[config.mk]
export PLATFORM = sky130hd
export DESIGN_NAME = rate_msg_responder
export DESIGN_NICKNAME = d
export VERILOG_FILES = /design/src/rtl/rate_msg_pkg.sv /design/src/rtl/spi_line_sync.sv /design/src/rtl/host_req_check.sv /design/src/rtl/reply_frame_build.sv /design/src/rtl/rate_msg_responder.sv
export SDC_FILE = /design/constraint.sdc
export NUM_CORES = 1
export LEC_CHECK = 0
export ABC_CLOCK_PERIOD_IN_PS = 4900
export BUFFER_PORTS_ARGS = -buffer_cell sky130_fd_sc_hd__buf_2
export CAP_MARGIN = 20
export CELL_PAD_IN_SITES_DETAIL_PLACEMENT = 0
export CELL_PAD_IN_SITES_GLOBAL_PLACEMENT = 1
export CORE_ASPECT_RATIO = 1.75
export CORE_MARGIN = 2
export CORE_UTILIZATION = 40
export DETAILED_ROUTE_END_ITERATION = 8
export PLACE_DENSITY_LB_ADDON = 0.1
export SLEW_MARGIN = 20
export SYNTH_ARGS = -nofsm -noshare
export SYNTH_HDL_FRONTEND = slang
export SYNTH_SLANG_ARGS = --single-unit
[constraint.sdc]
create_clock -name clk -period 4.9 [get_ports clk]
set_clock_uncertainty 0.05 [all_clocks]
set_input_delay 0.735 -clock clk [delete_from_list [all_inputs] [get_ports clk]]
set_output_delay 0.735 -clock clk [all_outputs]
set_load 0.005 [all_outputs]
[src/rtl/rate_msg_pkg.sv]
package rate_msg_pkg;
    localparam int BYTE_W      = 8;
    localparam int FRAME_BYTES = 6;
    localparam int FRAME_W     = BYTE_W * FRAME_BYTES;
    localparam int WORD_W      = 16;
    localparam int BITCNT_W    = $clog2(FRAME_W + 1);
    localparam int MCNT_W      = 2;

    typedef enum logic [2:0] {
        MT_RATE = 3'd0,
        MT_AUX1 = 3'd1,
        MT_AUX2 = 3'd2,
        MT_TEMP = 3'd3,
        MT_CFG1 = 3'd4,
        MT_CFG2 = 3'd5
    } msg_type_e;

    localparam logic [2:0] MT_LIMIT = 3'd6;
endpackage

[src/rtl/spi_line_sync.sv]
module spi_line_sync #(
    parameter int STAGES = 2
) (
    input  logic clk,
    input  logic rst_n,
    input  logic cs_n_in,
    input  logic sclk_in,
    input  logic mosi_in,
    output logic cs_fall,
    output logic cs_rise,
    output logic sclk_rise,
    output logic sclk_fall,
    output logic mosi_s
);
    localparam int DEPTH = STAGES + 1;

    logic [DEPTH-1:0] cs_d, cs_q;
    logic [DEPTH-1:0] ck_d, ck_q;
    logic [DEPTH-1:0] dt_d, dt_q;

    always_comb begin
        cs_d = {cs_q[DEPTH-2:0], cs_n_in};
        ck_d = {ck_q[DEPTH-2:0], sclk_in};
        dt_d = {dt_q[DEPTH-2:0], mosi_in};
    end

    always_ff @(posedge clk or negedge rst_n) begin
        if (!rst_n) begin
            cs_q <= '1;
            ck_q <= '0;
            dt_q <= '0;
        end else begin
            cs_q <= cs_d;
            ck_q <= ck_d;
            dt_q <= dt_d;
        end
    end

    assign cs_fall   =  cs_q[DEPTH-1] & ~cs_q[DEPTH-2];
    assign cs_rise   = ~cs_q[DEPTH-1] &  cs_q[DEPTH-2];
    assign sclk_rise = ~ck_q[DEPTH-1] &  ck_q[DEPTH-2];
    assign sclk_fall =  ck_q[DEPTH-1] & ~ck_q[DEPTH-2];
    assign mosi_s    =  dt_q[DEPTH-2];
endmodule

[src/rtl/host_req_check.sv]
module host_req_check
    import rate_msg_pkg::*;
(
    input  logic [FRAME_W-1:0]  rx_frame,
    input  logic [BITCNT_W-1:0] bits_seen,
    output logic                req_ok,
    output logic                frame_full,
    output logic [2:0]          req_type,
    output logic                req_selftest
);
    logic [BYTE_W-1:0] ctrl;
    logic [BYTE_W-1:0] sum;
    logic [BYTE_W-1:0] chk;
    logic              sum_ok;
    logic              ctrl_ok;

    always_comb begin
        ctrl = rx_frame[FRAME_W-1 -: BYTE_W];
        chk  = rx_frame[BYTE_W-1:0];
        sum  = '0;
        for (int i = 1; i < FRAME_BYTES; i++) begin
            sum = sum + rx_frame[i*BYTE_W +: BYTE_W];
        end
        sum_ok       = (chk == ~sum);
        ctrl_ok      = (ctrl[7:4] == 4'h0) && (ctrl[2:0] < MT_LIMIT);
        frame_full   = (bits_seen == BITCNT_W'(FRAME_W));
        req_ok       = frame_full && sum_ok && ctrl_ok;
        req_type     = ctrl[2:0];
        req_selftest = ctrl[3];
    end
endmodule

[src/rtl/reply_frame_build.sv]
module reply_frame_build
    import rate_msg_pkg::*;
(
    input  logic [2:0]         cur_type,
    input  logic [MCNT_W-1:0]  msg_cnt,
    input  logic               host_fault,
    input  logic               st_fault,
    input  logic               st_active,
    input  logic [WORD_W-1:0]  rate_word,
    input  logic [BYTE_W-1:0]  rate_chk,
    input  logic [WORD_W-1:0]  aux1_word,
    input  logic [WORD_W-1:0]  aux2_word,
    input  logic [WORD_W-1:0]  temp_word,
    input  logic [WORD_W-1:0]  cfg1_word,
    input  logic [WORD_W-1:0]  cfg2_word,
    output logic [FRAME_W-1:0] frame
);
    logic [BYTE_W-1:0] bytes [FRAME_BYTES];
    logic [WORD_W-1:0] tail;
    logic [BYTE_W-1:0] sum;

    always_comb begin
        case (cur_type)
            MT_AUX1: tail = aux1_word;
            MT_AUX2: tail = aux2_word;
            MT_TEMP: tail = temp_word;
            MT_CFG1: tail = cfg1_word;
            MT_CFG2: tail = cfg2_word;
            default: tail = {rate_chk, 8'h00};
        endcase
        bytes[0] = {msg_cnt, host_fault, st_fault, st_active, cur_type};
        bytes[1] = rate_word[15:8];
        bytes[2] = rate_word[7:0];
        bytes[3] = tail[15:8];
        bytes[4] = tail[7:0];
        sum = '0;
        for (int i = 0; i < FRAME_BYTES - 1; i++) begin
            sum = sum + bytes[i];
        end
        bytes[FRAME_BYTES-1] = ~sum;
        for (int i = 0; i < FRAME_BYTES; i++) begin
            frame[FRAME_W-1-i*BYTE_W -: BYTE_W] = bytes[i];
        end
    end
endmodule

[src/rtl/rate_msg_responder.sv]
module rate_msg_responder
    import rate_msg_pkg::*;
#(
    parameter int SYNC_STAGES = 2
) (
    input  logic        clk,
    input  logic        rst_n,
    input  logic        spi_cs_n,
    input  logic        spi_sclk,
    input  logic        spi_mosi,
    output logic        spi_miso,
    output logic        spi_miso_en,
    input  logic [15:0] rate_word,
    input  logic [7:0]  rate_chk,
    input  logic [15:0] aux1_word,
    input  logic [15:0] aux2_word,
    input  logic [15:0] temp_word,
    input  logic [15:0] cfg1_word,
    input  logic [15:0] cfg2_word,
    input  logic        st_fault,
    input  logic        st_active,
    output logic        selftest_req
);
    typedef struct packed {
        logic [FRAME_W-1:0]  tx;
        logic [FRAME_W-1:0]  rx;
        logic [BITCNT_W-1:0] nbits;
        logic                active;
        logic [MCNT_W-1:0]   msg_cnt;
        logic                host_fault;
        logic [2:0]          next_type;
        logic                st_req;
    } resp_state_t;

    resp_state_t state_d, state_q;

    logic cs_fall, cs_rise, sclk_rise, sclk_fall, mosi_s;
    logic req_ok, frame_full, req_selftest;
    logic [2:0] req_type;
    logic [FRAME_W-1:0] reply;

    spi_line_sync #(.STAGES(SYNC_STAGES)) u_sync (
        .clk       (clk),
        .rst_n     (rst_n),
        .cs_n_in   (spi_cs_n),
        .sclk_in   (spi_sclk),
        .mosi_in   (spi_mosi),
        .cs_fall   (cs_fall),
        .cs_rise   (cs_rise),
        .sclk_rise (sclk_rise),
        .sclk_fall (sclk_fall),
        .mosi_s    (mosi_s)
    );

    host_req_check u_check (
        .rx_frame     (state_q.rx),
        .bits_seen    (state_q.nbits),
        .req_ok       (req_ok),
        .frame_full   (frame_full),
        .req_type     (req_type),
        .req_selftest (req_selftest)
    );

    reply_frame_build u_build (
        .cur_type   (state_q.next_type),
        .msg_cnt    (state_q.msg_cnt),
        .host_fault (state_q.host_fault),
        .st_fault   (st_fault),
        .st_active  (st_active),
        .rate_word  (rate_word),
        .rate_chk   (rate_chk),
        .aux1_word  (aux1_word),
        .aux2_word  (aux2_word),
        .temp_word  (temp_word),
        .cfg1_word  (cfg1_word),
        .cfg2_word  (cfg2_word),
        .frame      (reply)
    );

    always_comb begin
        state_d = state_q;
        if (cs_fall) begin
            state_d.active = 1'b1;
            state_d.tx     = reply;
            state_d.rx     = '0;
            state_d.nbits  = '0;
        end else if (state_q.active) begin
            if (sclk_rise) begin
                state_d.rx = {state_q.rx[FRAME_W-2:0], mosi_s};
                if (state_q.nbits != '1) begin
                    state_d.nbits = state_q.nbits + 1'b1;
                end
            end
            if (sclk_fall) begin
                state_d.tx = {state_q.tx[FRAME_W-2:0], 1'b0};
            end
            if (cs_rise) begin
                state_d.active     = 1'b0;
                state_d.host_fault = ~req_ok;
                if (frame_full) begin
                    state_d.msg_cnt = state_q.msg_cnt + 1'b1;
                end
                if (req_ok) begin
                    state_d.next_type = req_type;
                    state_d.st_req    = req_selftest;
                end
            end
        end
    end

    always_ff @(posedge clk or negedge rst_n) begin
        if (!rst_n) begin
            state_q           <= '0;
            state_q.next_type <= MT_CFG1;
        end else begin
            state_q <= state_d;
        end
    end

    assign spi_miso     = state_q.active & state_q.tx[FRAME_W-1];
    assign spi_miso_en  = state_q.active;
    assign selftest_req = state_q.st_req;
endmodule

==> summary.md <==
| Metric | Value |
|---|---|
| Share of the synthesized area in the top cell type | `between 30% and 40%` |
| Hold buffers post-CTS | `0` |
| Fmax | `~230 MHz` |
| Total grt overflow | `0` |
| Port Buffer Count | `between 100 and 150` |
| Worst Hold Slack | `296 ps` |
| Sequential cell area fraction in the yosys report | `roughly 40%` |
| Hold path depth | `0` |
| Layout Utilization | `just under 50%` |
| Status | `finished clean` |
| Placer congestion estimate | `0.838` |
| Routing usage on met2 | `between 30% and 40%` |
| Worst-Margin Slew | `a little over 900 ps` |
| Vias | `around 5500` |
| # nets final | `1006` |
| Grt met1 use | `a little over a fifth` |
| Commonest cells post-synth | `152 x nand2_1, 114 x dfrtp_1, 80 x a21oi_1` |
| Critical hold path startpoint | `u_sync.dt_q[0]` |
| RSZ-0062 raised after global routing | `false` |
| Net Sw Power | `between 0.0007 and 0.0008 W` |
| Leakage | `4.10 nW` |
| Part of the power in the clock network | `between 40% and 50%` |
| Die width | `105 um` |
| Post-CTS sizing | `0` |
| CTS buffer count | `17` |
| Slew Limit Headroom | `39.6%` |
| Global Route Usage Sum | `between 20% and 30%` |
| Synth warn | `0` |
| # DRC | `0` |
| Mapped Cells | `738` |
| Clk slew on worst S/H paths | `60 ps` |
| Crit. Startpoint | `state_q[2]` |
| Initial antenna violation count | `0` |
| Post-DP HPWL | `13.8 mm` |
| Share of cells above drive strength 1 | `between 20% and 30%` |
| Critical path type | `register to register` |
| Post-route ant nets | `0` |
| CP top delay family | `adder cells` |
| Setup slack after layout | `between 400 and 500 ps` |
| Type of origin of the critical path | `register` |
| Async set-reset flop share out of synthesis | `100%` |
| Max-cap violations | `0` |
| Worst vdd ir | `about 0.21 mV` |
| Placement Rows | `64` |
| Htree depth | `4` |
| Worst R2R End | `state_q[69]` |
| Worst-path cell chain | `buf_4, nand2b_1, o22ai_1, fa_1, inv_1, fa_1, inv_1, ha_1, fa_1, a21o_1, a21oi_1, o21bai_1, a21oi_1, xnor3_1, a21oi_1` |
| Yosys top cell by area | `dfrtp_1` |
| Starting density of the core | `between 40 and 50%` |
| Most Crowded Layer GR | `met2` |
| Die height | `around 180 um` |
| Worst skew pair latency | `a little over 400 ps` |
| Clock sink count | `around 120` |
| Syn_nets | `907` |
| Setup TNS | `0 ps` |
| Worst EP required | `just over 5000 ps` |
| CP Capture Point | `state_q[69]` |
| Core Footprint | `~18000 sq um` |
| Drt first pass iters | `6` |
| Clock Path Buffers | `2` |
| Synth Cell Area | `a little over 7000 sq um` |
| DR iter-0 viols | `282` |
| Sw frac | `26.7%` |
| Slowest cell delay on critical path | `660 ps` |
| Root buf cell | `clkbuf_16` |
| Final Hold Viols | `0` |
| CP Max Fanout | `23` |
| Worst Path Arrival | `4700 ps` |
| Seq pwr share | `roughly two fifths` |
| Die ar. | `19100 sq um` |
| Global-route wire length before repair | `30.2 mm` |
| Fin crit period | `4410 ps` |
| Reg2Reg Depth | `15` |
| FF-to-FF setup slack | `490 ps` |
| Pre-CTS setup slack | `around 390 ps` |
| Synthesized flop and latch total | `approximately 120` |
| Main synth FF type | `dfrtp_1` |
| CP Capture Type | `register` |
| Logic pwr share | `between 15 and 20%` |
| Final Slew Violations | `0` |
| CP max stage cell | `dfrtp_1` |
| Detailed Route WL | `roughly 19 mm` |
| CTS tree | `yes` |
| I/O pin count | `approximately 110` |
| Post-synth EDFFs | `0` |
| Syn_area_per_cell | `around 9.7 sq um` |
| Critical Path Stages | `15` |
| Reg2Reg Launch Point | `state_q[2]` |
| Final setup viols | `0` |
| Largest net degree at the start of global routing | `67` |
| Pwr dens | `between 300 and 400 nW/um^2` |
| Total Power | `~0.0028 W` |
| Top cells by area, synth | `dfrtp_1 40%, fa_1 11%, mux2i_1 8.1%, nand2_1 7.9%, a21oi_1 5.6%` |
| WL/cell | `~17 um` |
| Vias per cell | `a little over 5` |
| Synth cell types | `47` |
| Setup Fix Bufs, Post-CTS | `0` |
| Area delta synth->final | `19.1%` |
| M3 GR Usage | `3.43%` |
| Vias in the first global route | `5835` |
| Internal power | `roughly 0.002 W` |
| Class of the worst hold path | `register to register` |
| Ant diodes | `0` |
| WP buf/inv | `3` |
| Final Cycle Share | `between 80% and 90%` |
| Most common cell in the netlist | `nand2_1` |
[how the worst min path moves through the flow]
stage	end	slack (ps)
floorplan	u_sync.ck_q[1]	280
global placement	u_sync.dt_q[1]	280
detailed placement	u_sync.dt_q[1]	280
CTS	u_sync.dt_q[1]	300
global route	u_sync.dt_q[1]	300
finish	u_sync.dt_q[1]	300
[worst register-to-register path, stage by stage, from the launching register on]
cell and delay, ps:
dfrtp_1 660, buf_4 370, nand2b_1 170, o22ai_1 110, fa_1 510, inv_1 60
fa_1 500, inv_1 50, ha_1 210, fa_1 470, a21o_1 190, a21oi_1 230
o21bai_1 90, a21oi_1 190, xnor3_1 330, a21oi_1 150
[sequential cells by signal (all words and copies together) (netlist names)]
name and cells:
u_sync.dt_q 2, selftest_req 1, state_q 108, u_sync.ck_q 3, u_sync.cs_q 3, spi_miso_en 1
[per-stage QoR]
step                instance area (sq um)  instances
floorplan                            7180        738
global placement                     7970       1049
detailed placement                   7970       1049
CTS                                  8560       1081
global route                         8560       1081
finish                               8560       1081
[routing by layer]
| layer | part of all wire (%) | vias to the layer above |
|---|---|---|
| li1 | - | 2687 |
| met1 | 37 | 2628 |
| met2 | 57 | 163 |
| met3 | 4.4 | 18 |
| met4 | 1.7 | 0 |
| met5 | 0 | - |
[layout by cell type, fill, tap and decap left out, types with 17 or more instances in the layout]
master and count:
a21oi_1 80, buf_2 112, clkbuf_16 17, dfrtp_1 114, fa_1 40, ha_1 18
inv_1 22, mux2i_1 58, nand2_1 152, nor2_1 33, o21ai_1 45, xnor2_1 27
[kinds of logic after synthesis]
kind of cell               after synthesis  synth area share, %
DFF                                    118                 41.2
xor gates and xnor gates                37                 4.89
buffers and inverters                   70                 3.80
and+or+nand+nor                        220                 12.8
AOI/OAI and AO/OA                      166                 13.0
muxes                                   69                 10.0
adders and majority gates               58                 14.3
[area by class of cell]
cell class / count / area [sq um]
fill: 1650 / 8980
timing repair buffer: 128 / 681
multi-input combinational: 550 / 3960
clock inverter: 12 / 129
tap: 231 / 289
inverter: 22 / 82.6
clock buffer: 20 / 457
sequential: 118 / 2960
[power by group through the flow]
stage | combinational [W] | sequential (W) | clock (W)
finish | 0.000440 | 0.00111 | 0.00123
CTS | 0.000450 | 0.00111 | 0.00126
global placement | 0.000436 | 0.00112 | 0
floorplan | 0.000299 | 0.00111 | 0
global route | 0.000497 | 0.00112 | 0.00130
detailed placement | 0.000446 | 0.00113 | 0
No activity file was read; power rests on OpenSTA's default activity.
